===== src/rtl/dtim_pkg.sv =====
package dtim_pkg;
  localparam int TA_W = 10;
  localparam int TB_W = 8;
  localparam int TB_PRE_SH = 4;

  localparam logic [7:0] ADDR_TA_HI = 8'h24;
  localparam logic [7:0] ADDR_TA_LO = 8'h25;
  localparam logic [7:0] ADDR_TB    = 8'h26;
  localparam logic [7:0] ADDR_CTRL  = 8'h27;

  typedef enum logic [1:0] {
    MODE_NORMAL  = 2'b00,
    MODE_SPLIT   = 2'b01,
    MODE_CSM     = 2'b10,
    MODE_SPLIT_X = 2'b11
  } tmode_e;

  // Control byte layout: [7:6] mode, [5:4] flag clear, [3:2] flag enable, [1:0] start
  typedef struct packed {
    tmode_e     mode;
    logic [1:0] clr;
    logic [1:0] flag_en;
    logic [1:0] start;
  } ctrl_t;
endpackage


===== src/rtl/dtim_counter.sv =====
module dtim_counter #(
  parameter int CNT_W = 11
) (
  input  logic             clk,
  input  logic             rst_n,
  input  logic [CNT_W-1:0] period,
  input  logic             start_req,
  input  logic             stop_req,
  input  logic             tick,
  output logic             running,
  output logic             ovf
);
  localparam logic [CNT_W-1:0] ONE = CNT_W'(1);

  logic [CNT_W-1:0] cnt_q, cnt_d;
  logic             run_q, run_d;

  always_comb begin
    run_d = run_q;
    cnt_d = cnt_q;
    if (stop_req) begin
      run_d = 1'b0;
    end else if (start_req && !run_q) begin
      run_d = 1'b1;
      cnt_d = period;
    end else if (run_q && tick) begin
      cnt_d = (cnt_q == ONE) ? period : cnt_q - ONE;
    end
  end

  always_ff @(posedge clk or negedge rst_n) begin
    if (!rst_n) begin
      run_q <= 1'b0;
      cnt_q <= '0;
    end else begin
      run_q <= run_d;
      cnt_q <= cnt_d;
    end
  end

  assign running = run_q;
  assign ovf     = run_q && tick && (cnt_q == ONE) && !stop_req;


  stop_halts_chk: assert property (@(posedge clk) disable iff (!rst_n)
    stop_req |=> !running);


  nonzero_count_chk: assert property (@(posedge clk) disable iff (!rst_n)
    running |-> (cnt_q != '0));


  hold_count_chk: assert property (@(posedge clk) disable iff (!rst_n)
    (running && !tick && !stop_req) |=> $stable(cnt_q));
endmodule


===== src/rtl/dtim_flags.sv =====
module dtim_flags #(
  parameter int N = 2
) (
  input  logic         clk,
  input  logic         rst_n,
  input  logic [N-1:0] ovf,
  input  logic [N-1:0] flag_en,
  input  logic [N-1:0] clr,
  output logic [N-1:0] flags
);
  logic [N-1:0] flag_q, flag_d;

  for (genvar g = 0; g < N; g++) begin : g_flag
    always_comb begin
      flag_d[g] = flag_q[g];
      if (clr[g])
        flag_d[g] = 1'b0;
      else if (ovf[g] && flag_en[g])
        flag_d[g] = 1'b1;
    end


    clr_wins_chk: assert property (@(posedge clk) disable iff (!rst_n)
      clr[g] |=> !flags[g]);


    set_on_ovf_chk: assert property (@(posedge clk) disable iff (!rst_n)
      (!clr[g] && ovf[g] && flag_en[g]) |=> flags[g]);
  end

  always_ff @(posedge clk or negedge rst_n) begin
    if (!rst_n) flag_q <= '0;
    else        flag_q <= flag_d;
  end

  assign flags = flag_q;
endmodule


===== src/rtl/dual_interval_timer.sv =====
module dual_interval_timer
  import dtim_pkg::*;
#(
  parameter logic [1:0] IRQ_MASK = 2'b11
) (
  input  logic       clk,
  input  logic       rst_n,
  input  logic       wr_en,
  input  logic [7:0] wr_addr,
  input  logic [7:0] wr_data,
  input  logic       tick_a,
  input  logic       tick_b,
  output logic [7:0] status,
  output logic       irq,
  output logic       keyon_req
);
  localparam int CNT_A_W = TA_W + 1;
  localparam int CNT_B_W = TB_W + 1 + TB_PRE_SH;

  logic [TA_W-1:0] ta_q, ta_d;
  logic [TB_W-1:0] tb_q, tb_d;
  logic [1:0]      en_q, en_d;
  tmode_e          mode_q, mode_d;
  logic            keyon_q, keyon_d;

  ctrl_t           wr_ctrl;
  logic            ctrl_wr;
  logic [1:0]      start_req, stop_req, clr_req, ovf, flags;
  logic [CNT_A_W-1:0] period_a;
  logic [CNT_B_W-1:0] period_b;
  logic               run_a, run_b;

  assign wr_ctrl = ctrl_t'(wr_data);
  assign ctrl_wr = wr_en && (wr_addr == ADDR_CTRL);

  assign start_req = ctrl_wr ? wr_ctrl.start  : 2'b00;
  assign stop_req  = ctrl_wr ? ~wr_ctrl.start : 2'b00;
  assign clr_req   = ctrl_wr ? wr_ctrl.clr    : 2'b00;

  assign period_a = CNT_A_W'(1 << TA_W) - CNT_A_W'(ta_q);
  assign period_b = CNT_B_W'((CNT_B_W'(1 << TB_W) - CNT_B_W'(tb_q)) << TB_PRE_SH);

  always_comb begin
    ta_d   = ta_q;
    tb_d   = tb_q;
    en_d   = en_q;
    mode_d = mode_q;
    if (wr_en) begin
      unique case (wr_addr)
        ADDR_TA_HI: ta_d[TA_W-1:2] = wr_data[TA_W-3:0];
        ADDR_TA_LO: ta_d[1:0]      = wr_data[1:0];
        ADDR_TB:    tb_d           = wr_data[TB_W-1:0];
        ADDR_CTRL: begin
          en_d   = wr_ctrl.flag_en;
          mode_d = wr_ctrl.mode;
        end
        default: ;
      endcase
    end
    keyon_d = ovf[0] && (mode_q == MODE_CSM);
  end

  always_ff @(posedge clk or negedge rst_n) begin
    if (!rst_n) begin
      ta_q    <= '0;
      tb_q    <= '0;
      en_q    <= 2'b00;
      mode_q  <= MODE_NORMAL;
      keyon_q <= 1'b0;
    end else begin
      ta_q    <= ta_d;
      tb_q    <= tb_d;
      en_q    <= en_d;
      mode_q  <= mode_d;
      keyon_q <= keyon_d;
    end
  end

  dtim_counter #(.CNT_W(CNT_A_W)) u_cnt_a (
    .clk(clk), .rst_n(rst_n), .period(period_a),
    .start_req(start_req[0]), .stop_req(stop_req[0]), .tick(tick_a),
    .running(run_a), .ovf(ovf[0])
  );

  dtim_counter #(.CNT_W(CNT_B_W)) u_cnt_b (
    .clk(clk), .rst_n(rst_n), .period(period_b),
    .start_req(start_req[1]), .stop_req(stop_req[1]), .tick(tick_b),
    .running(run_b), .ovf(ovf[1])
  );

  dtim_flags #(.N(2)) u_flags (
    .clk(clk), .rst_n(rst_n), .ovf(ovf), .flag_en(en_q),
    .clr(clr_req), .flags(flags)
  );

  assign status    = {6'b0, flags};
  assign irq       = |(flags & IRQ_MASK);
  assign keyon_req = keyon_q;


  csm_pulse_chk: assert property (@(posedge clk) disable iff (!rst_n)
    keyon_q |-> $past(mode_q == MODE_CSM));


  idle_no_ovf_chk: assert property (@(posedge clk) disable iff (!rst_n)
    (!run_a |-> !ovf[0]) and (!run_b |-> !ovf[1]));
endmodule


===== config.mk =====
export PLATFORM = sky130hd
export DESIGN_NAME = dual_interval_timer
export DESIGN_NICKNAME = d
export VERILOG_FILES = /design/src/rtl/dtim_pkg.sv /design/src/rtl/dtim_counter.sv /design/src/rtl/dtim_flags.sv /design/src/rtl/dual_interval_timer.sv
export SDC_FILE = /design/constraint.sdc
export NUM_CORES = 1
export LEC_CHECK = 0
export BUFFER_PORTS_ARGS = -buffer_cell sky130_fd_sc_hd__buf_2
export CAP_MARGIN = 20
export CORE_ASPECT_RATIO = 1.2
export CORE_MARGIN = 4
export CORE_UTILIZATION = 60
export CTS_CLUSTER_DIAMETER = 150
export DETAILED_ROUTE_END_ITERATION = 8
export PLACE_DENSITY = 0.81
export SETUP_SLACK_MARGIN = 0.4
export SLEW_MARGIN = 20
export SYNTH_ARGS = -nofsm -noshare
export SYNTH_HDL_FRONTEND = slang
export SYNTH_SLANG_ARGS = --single-unit

===== constraint.sdc =====
create_clock -name clk -period 4 [get_ports clk]
set_input_delay 0.6 -clock clk [delete_from_list [all_inputs] [get_ports clk]]
set_output_delay 0.6 -clock clk [all_outputs]
set_load 0.01 [all_outputs]

==> impl_metrics.toml, run 1 <==
[power]
p_leak_nw = 1.53
finalPower_mw = 1.68
p_per_area_nw_per_um2 = 501
peakVddDrop_v = 0.000310

[worst_setup_path]
crit_required_ps = 4190
critical_path.startpoint = "wr_addr[4]"
crit_family = "compound AO/OA/AOI/OAI gates"
path_cells = "buf_2 > and4bb_2 > nand3_1 > a21boi_1 > o21ai_0 > a22o_1"
r2r_slack_ps = 1790
crit_slowest_cell = "a21boi_1"
critPathCaptureType = "register"
slowest_delay_ps = 700
worstPathArrival_ps = 2460
cp_num_buf_inv = 1
worst-setup-path-type = "primary input to register"
path_max_fanout = 12
worstReg2RegEnd = "u_cnt_b.cnt_q[11]"
worstRegToRegCells = 5
crit_cells = 6
rr_startpoint = "u_cnt_b.cnt_q[5]"
start_kind = "primary input"
crit_end = "u_cnt_b.cnt_q[7]"

[final_layout]
layout-drive-gt1-share_pct = 18.1
syn_to_final_growth_pct = 7.27
num_antenna_cells = 0
layout.cells.non_filler = 402
finalNetCount = 369
fillers = 401

[clocking]
clock_latency_ps = 300
clock_path_buffers = 2
cts_root_buffer = "clkbuf_8"
clkTransAtPathRegs_ps = 90
post_cts_buffers = 0
cts_resized = 0
cts_tree = "yes"
cts-buffers-inserted = 5
postCtsHoldBufs = 0
cts_num_sinks = 51
htreeDepth = 2

[timing]
period_needed_ps = 2260
fin_skew_ps = 5.02
fmax_mhz = 442
tightest_slew_ps = 919
rsz0062_at_grt = "no"
finalHoldViolations = 0
drv_slew = 0
relSlewSlack_pct = 38.2
timing.final.crit_share_pct = 56.6
finalSetupTns_ps = 0
finalSetupViolCount = 0

[route]
vias_per_cell = 6.12
vias = 2462
drc = 0
firstDrtPassIters = 4
routed_wl_mm = 6.61
wl_per_cell_um = 16.4
drtIter0Drc = 110
ant_nets = 0

[die]
die_height_um = 86.9
core_um2 = 4970
rows = 28
io-pin-count = 31
start_util_pct = 62.6
die_area_um2 = 6410
die_w_um = 73.8

[synthesis]
ys_seq_area_share_pct = 41.0
yosys-top-cells-count = "51 x dfrtp_1, 28 x nand2_1, 26 x o21ai_0"
async_flop_share_pct = 100
synth_seq_cells = 51
synthTopCellsByArea = "dfrtp_1 41%, mux2i_1 6.1%, mux2_2 4.7%"
synth_edf_count = 0
syn-cell-area_um2 = 3120
avgSynthCellArea_um2 = 9.68
ys.flop_type = "dfrtp_1"
yosysWarnings = 0
synth_cells = 322
yosysTopAreaCell = "dfrtp_1"
synth.most_common_cell = "dfrtp_1"
synth_top_area_share_pct = 41.0
synthDistinctLibCells = 59

[placement]
port_buffers = 24
dp_hpwl_mm = 5.01
place.gp.congestion = 0.826
dpl.cell_count = 395

[global_route]
grt_pass1_vias = 2474
grt_first_pass_wirelength_mm = 11.0
antenna_found_initial = 0
grt_max_degree = 52
grt-ovfl-total = 0
grt_usage_pct = 21.7

[hold_path]
hold_class = "primary input to asynchronous set/reset pin"

[outcome]
status = "finished clean"

[flow_run]
drv_cap = 0
[cell type report]
class	count	area, um2	share of cell area, %
Multi-Input combinational cell	241	1700	51.0
Sequential cell	51	1280	38.2
Timing Repair Buffer	26	135	4.04
Clock buffer	6	82.6	2.47
Tap cell	60	75.1	2.25
Inverter	17	63.8	1.91
Clock inverter	1	5.00	0.150
[sequential cells by signal, summed over array words and instances, names as in the netlist]
| name | flops |
|---|---|
| en_q | 2 |
| keyon_req | 1 |
| mode_q | 2 |
| ta_q | 10 |
| tb_q | 8 |
| u_cnt_a.cnt_q | 11 |
| u_cnt_a.running | 1 |
| u_cnt_b.cnt_q | 13 |
| u_cnt_b.running | 1 |
| u_flags.flags | 2 |
[where the power goes]
part,switching [mW],internal (mW)
Sequential,0.162,0.641
Clock,0.159,0.136
Combinational,0.299,0.278
[cell usage in the layout (no fill, tap or decap), types with 2 or more instances in the layout]
cell type,instances
dfrtp_1,51
nand2_1,28
o21ai_0,26
buf_2,24
mux2i_1,19
inv_1,17
nor3_1,17
nor2_1,15
mux2_2,13
nor4_1,12
o2bb2ai_1,11
xnor2_1,9
nand3_1,7
ha_1,6
conb_1,6
clkbuf_8,6
nand2b_1,5
a21oi_1,5
a22o_1,5
xor2_1,5
nand4_1,4
or4_1,4
and3_1,3
or4_4,3
nor2b_1,2
and4bb_2,2
or2_2,2
or3b_2,2
a2bb2oi_1,2
buf_4,2
[metal layers]
layer  global-route usage, %  share of wire, %  vias up
met5                       0                 0        -
met4                    7.08               2.5        0
met3                    4.16               2.5       15
met2                    38.9                54       37
met1                    25.7                41     1205
li1                        -                 -     1205
[kinds of logic (layout without fill, tap and decap cells)]
group,after synthesis,in the layout,share of synthesized area (%)
and+or+nand+nor,115,115,20.6
AOI/OAI and AO/OA,67,67,15.5
DFF,51,51,41.0
buffers and inverters,35,50,5.30
muxes,33,33,11.2
xor gates and xnor gates,14,14,3.94
adders and majority gates,6,6,2.41
other,1,6,0.120
[how the worst min path moves through the flow]
| stage | slack (ps) | from | cells after the start | endpoint |
|---|---|---|---|---|
| after floorplan | 300 | rst_n | 0 | en_q[0] |
| after global placement | 460 | mode_q[0] | 2 | mode_q[0] |
| after detailed placement | 460 | mode_q[1] | 2 | mode_q[1] |
| after CTS | 420 | rst_n | 2 | u_cnt_b.cnt_q[1] |
| after global routing | 450 | rst_n | 2 | u_cnt_b.cnt_q[1] |
| final | 390 | rst_n | 2 | u_cnt_b.cnt_q[1] |
[stage by stage]
stage                     setup slack, ps  utilization, %  area [um2]  hold slack [ps]
after CTS                            1740            67.2        3340              423
after detailed placement             1410            65.4        3250              464
final                                1740            67.2        3340              388
after global placement               1490            65.4        3250              457
after floorplan                      1880               -        3130              304
after global routing                 1540            67.2        3340              446
Note: power is estimated with default switching activity, not from simulation.
==> inputs of run 2 (changes only) <==
Settings changed: CORE_UTILIZATION 60 to 59, PLACE_DENSITY 0.81 to 0.8.
Clock period 4 ns to 2.27 ns, I/O delays scaled along.
==> run 2 against run 1 <==
Combinational power increased by 150%. Clock skew increased by 2.8 ps. Die area increased by 1.5%. Sequential share of layout area decreased by 4.1 points. Critical path depth decreased by 1. Final cell count increased by 9.0%. Clock power increased by 74%. Sequential cell count unchanged. Count of clock-buffer cells in the layout unchanged.
==> impl_metrics.toml, run 2 (synthesis results as in run 1) <==
[outcome]
status = "finished clean"

[worst_setup_path]
worst-setup-path-type = "register to register"
r2r_slack_ps = 180
critPathCaptureType = "register"
rr_startpoint = "u_cnt_b.cnt_q[6]"
start_kind = "register"
crit_required_ps = 2460
path_max_fanout = 4
worstReg2RegEnd = "u_cnt_b.cnt_q[11]"
worstRegToRegCells = 5
critical_path.startpoint = "u_cnt_b.cnt_q[6]"
worstPathArrival_ps = 2280
crit_end = "u_cnt_b.cnt_q[11]"

[clocking]
clock_latency_ps = 300
clkTransAtPathRegs_ps = 80
clock_path_buffers = 2
postCtsHoldBufs = 0
cts_num_sinks = 51
cts_root_buffer = "clkbuf_8"
cts-buffers-inserted = 5
cts_tree = "yes"
htreeDepth = 2

[final_layout]
reg_top3 = "u_cnt_b.cnt_q: 13 flops, u_cnt_a.cnt_q: 11 flops, ta_q: 10 flops"
syn_to_final_growth_pct = 20.1
multi_input_area_um2 = 1840
largest_register = "u_cnt_b.cnt_q"
finalNetCount = 404
final-seq-area_um2 = 1280
utilization_pct = 74.7
layout.cells.non_filler = 438
fillers = 368
most-common-layout-cells = "51 x dfrtp_1, 31 x buf_4, 28 x nand2_1"
largest_reg_flops = 13
num_antenna_cells = 0
mostFrequentLayoutCell = "dfrtp_1"
layout-drive-gt1-share_pct = 28.6

[die]
start_util_pct = 62.2
die_area_um2 = 6510
core_um2 = 5010
die_height_um = 87.6
io-pin-count = 31
rows = 28
die_w_um = 74.3

[route]
vias_per_cell = 6.12
ant_nets = 0
wl_per_cell_um = 17.5
vias = 2680
drtIter0Drc = 136
drc = 0
firstDrtPassIters = 4
routed_wl_mm = 7.65

[timing]
fin_skew_ps = 7.83
fmax_mhz = 477
period_needed_ps = 2090
timing.final.crit_share_pct = 92.3
finalSetupTns_ps = 0
tightest_slew_ps = 637
drv_slew = 0
finalHoldViolations = 0
relSlewSlack_pct = 57.5
finalSetupViolCount = 0
rsz0062_at_grt = "yes"

[hold_path]
hold_class = "primary input to asynchronous set/reset pin"

[global_route]
grt_pass1_vias = 2643
antenna_found_initial = 0
grt_usage_pct = 24.6
grt_first_pass_wirelength_mm = 12.3
grt_max_degree = 52
grt-ovfl-total = 0

[placement]
dpl.cell_count = 416
dp_hpwl_mm = 5.39
place.gp.congestion = 0.898
port_buffers = 24

[power]
p_per_area_nw_per_um2 = 890
peakVddDrop_v = 0.000620
p_leak_nw = 1.74
finalPower_mw = 3.33

[flow_run]
drv_cap = 0
==> run 2: cell types whose count changed in the layout (fill, tap and decap cells not counted), moves of 2 or more <==
cell	previous run	this run
nor4_2	1	5
o21ai_1	1	4
nor4_1	12	8
o21ai_0	26	23
buf_4	2	31
o41ai_4	1	3
buf_6	0	3
==> run 2: layout make-up <==
cell class / count / area share, %
clock buffer: 6 / 1.94
clock inverter: 2 / 0.334
inverter: 17 / 1.71
multi-input combinational: 243 / 49.0
sequential: 51 / 34.1
tap: 60 / 2.01
timing repair buffer: 59 / 10.9
==> run 2: what timing repair did <==
item,4_1_cts,5_1_grt
hold endpoints to repair,0,0
pin swaps,4,9
endpoints found under the setup margin,24,22
buffers inserted,6,5
gates resized for setup,9,15
gates cloned,1,2
==> run 2: per-stage QoR <==
stage	worst slack, ps	hold WS [ps]	instance area (um2)
floorplan	177	44.9	3130
global placement	-139	450	3410
detailed placement	-240	466	3410
CTS	174	158	3610
global route	144	180	3740
finish	175	143	3740
==> run 2: worst max-delay path, cell delays in order, from the launching register on <==
cell	delay (ps)
dfrtp_1	390
or4_4	570
or2_4	270
or4_4	440
o32ai_2	230
a2bb2oi_2	80
==> run 2: report_power, final <==
group	total [mW]	internal (mW)	switching (mW)
logic	1.43	0.737	0.692
clock network	0.513	0.216	0.297
registers	1.39	1.13	0.261
total	3.33	2.08	1.25
==> run 2: how the worst min path moves through the flow <==
stage | endpoint | slack [ps]
floorplan | en_q[0] | 40
global placement | mode_q[0] | 450
detailed placement | en_q[1] | 470
CTS | u_cnt_b.cnt_q[7] | 160
global route | u_cnt_b.cnt_q[7] | 180
finish | u_cnt_b.cnt_q[0] | 140
==> run 2: per-layer routing <==
metal  track usage [%]  routed length [um]  vias up
li1                  -                   -     1290
met1              27.8                2860     1335
met2              46.8                4460       42
met3              3.79                 163       13
met4              7.12                 162        0
met5                 0                   0        -
==> inputs of run 3 (changes only) <==
Settings changed: ABC_AREA set to 1, BUFFER_PORTS_ARGS -buffer_cell sky130_fd_sc_hd__buf_2 to unset, CORE_UTILIZATION 59 to 50, DONT_BUFFER_PORTS set to 1, PLACE_DENSITY 0.8 to unset.
==> run 3 against run 2 <==
Critical path depth rose by 1. Global-route usage fell by 4.1 points. Count of clock-buffer cells in the layout did not move. Largest power group unchanged.
==> impl_metrics.toml, run 3 <==
[outcome]
status = "finished clean"

[route]
firstDrtPassIters = 5
routed_wl_mm = 7.83
ant_nets = 0
vias = 2932
vias_per_cell = 5.13
wl_per_cell_um = 13.7
drtIter0Drc = 103
drc = 0

[worst_setup_path]
worst-setup-path-type = "register to register"
crit_required_ps = 2420
critPathCaptureType = "register"
rr_startpoint = "u_cnt_a.cnt_q[1]"
critical_path.startpoint = "u_cnt_a.cnt_q[1]"
path_max_fanout = 4
start_kind = "register"
worstPathArrival_ps = 1890

[die]
die_w_um = 83.3
die_area_um2 = 8190
start_util_pct = 52.1
io-pin-count = 31
core_um2 = 6530
rows = 32
die_height_um = 98.3

[hold_path]
hold_class = "primary input to register"
hp-start = "wr_data[4]"

[placement]
dp_hpwl_mm = 6.05
place.gp.congestion = 0.857
port_buffers = 0
post-place-ws_ps = 516
dpl.cell_count = 561

[final_layout]
most-common-layout-cells = "141 x nand2_1, 68 x inv_1, 56 x nor2_1"
multi_input_area_um2 = 1780
fillers = 656
largest_register = "u_cnt_b.cnt_q"
num_antenna_cells = 0
syn_to_final_growth_pct = 5.19
finalNetCount = 512
mostFrequentLayoutCell = "nand2_1"
layout-drive-gt1-share_pct = 9.05
largest_reg_flops = 13
layout.cells.non_filler = 571
final-seq-area_um2 = 1280
reg_top3 = "u_cnt_b.cnt_q: 13 flops, u_cnt_a.cnt_q: 11 flops, ta_q: 10 flops"

[synthesis]
synth.most_common_cell = "nand2_1"
yosys-top-cells-count = "141 x nand2_1, 68 x inv_1, 56 x nor2_1"
ys.flop_type = "dfrtp_1"
yosysTopAreaCell = "dfrtp_1"
synth_top_area_share_pct = 37.5
syn-cell-area_um2 = 3400
async_flop_share_pct = 100
avgSynthCellArea_um2 = 7.04
synth_seq_cells = 51
synth_cells = 483
yosysWarnings = 0
ys_seq_area_share_pct = 37.5
synthTopCellsByArea = "dfrtp_1 38%, nand2_1 16%, inv_1 7.5%"
synthDistinctLibCells = 32
synth_edf_count = 0

[timing]
fmax_mhz = 576
drv_slew = 0
setup_slack_ps = 535
period_needed_ps = 1730
relSlewSlack_pct = 61.3
rsz0062_at_grt = "no"
finalHoldViolations = 0
finalSetupViolCount = 0
timing.final.crit_share_pct = 76.4
fin_skew_ps = 18.3
tightest_slew_ps = 575
finalSetupTns_ps = 0

[power]
p_leak_nw = 1.92
peakVddDrop_v = 0.000524
p_sw_mw = 1.41
intPower_mw = 1.86
switching_share_pct = 43.0
power_frac_comb_pct = 43.8
pwr-share-seq_pct = 38.7
power_frac_clock_pct = 17.5
p_per_area_nw_per_um2 = 914

[global_route]
grt_usage_pct = 20.5
grt-ovfl-total = 0
antenna_found_initial = 0
grt_pass1_vias = 2866
grt_first_pass_wirelength_mm = 13.6
grt_max_degree = 52

[clocking]
cts_root_buffer = "clkbuf_8"
cts_tree = "yes"
clock_latency_ps = 310
cts-buffers-inserted = 5
htreeDepth = 2
cts_num_sinks = 51
clock_path_buffers = 2
clkTransAtPathRegs_ps = 110

[flow_run]
drv_cap = 0
run 3: cell count changes after synthesis, moves of 13 or more:
cell and delta:
mux2i_1 -19, nor2_1 +41, nand2_1 +113, nand3_1 +39, mux2_2 -13, inv_1 +51
run 3: cells by family after synthesis:
| kind of cell | count (synthesis) | share of synthesized area, % |
|---|---|---|
| AND/OR/NAND/NOR | 280 | 38.0 |
| buffers and inverters | 87 | 11.0 |
| flip-flops | 51 | 37.5 |
| AO/OA/AOI/OAI | 43 | 7.32 |
| XOR/XNOR | 15 | 3.86 |
| adder cells (fa/ha/maj) | 6 | 2.21 |
| other | 1 | 0.110 |
run 3: repair_timing:
action                                 CTS  global route
hold buffers                             2             0
endpoints found under the hold margin   51             0
resized for setup                        0             1
setup endpoints to repair                0             1
buffers inserted                         0             0
run 3: critical path, cell delays in order, from the launching register on:
cell and delay [ps]:
dfrtp_1 370, inv_1 120, ha_1 160, nand2_1 50, nor2_1 140, nand3_1 190, nor4_1 550
run 3: final cells by class:
type	count	share of cell area [%]
multi-input combinational	350	49.6
sequential	51	35.7
inverter	75	7.90
tap	85	2.97
clock buffer	6	2.31
timing repair buffer	2	1.05
clock inverter	2	0.455
run 3: path summary, 6_finish.rpt:
check	depth (start not counted)	end	slack [ps]
worst max-delay path	6	keyon_req	540
worst min register to register	2	tb_q[0]	500
max in group asynchronous	2	u_cnt_b.cnt_q[4]	1490
worst max register to register	6	keyon_req	540
worst min-delay path	1	u_flags.flags[0]	120
min in group asynchronous	2	ta_q[6]	540
run 3: metal layers:
metal	global-route usage, %	part of all wire [%]	vias up	routed length (um)
met5	0	0	-	0
met4	8.81	3.6	0	278
met3	2.70	3.5	16	274
met2	36.3	52	58	4050
met1	24.7	41	1358	3230
li1	-	-	1500	-
run 3: stage by stage:
step / power [mW] / hold WS (ps) / instance area, um2 / util (%)
6_report: 3.27 / 120 / 3580 / 54.8
3_3_place_gp: 2.68 / 46.1 / 3440 / 52.6
4_1_cts: 3.30 / 110 / 3570 / 54.7
2_1_floorplan: 2.42 / 44.9 / 3420 / -
3_5_place_dp: 2.69 / 46.2 / 3440 / 52.6
5_1_grt: 3.62 / 94.2 / 3580 / 54.8
run 3: power groups by stage:
stage / registers, mW / clock network, mW / logic [mW]
final: 1.27 / 0.571 / 1.43
after floorplan: 1.23 / 0 / 1.18
after global placement: 1.28 / 0 / 1.40
after global routing: 1.30 / 0.635 / 1.68
after CTS: 1.27 / 0.595 / 1.44
after detailed placement: 1.28 / 0 / 1.41
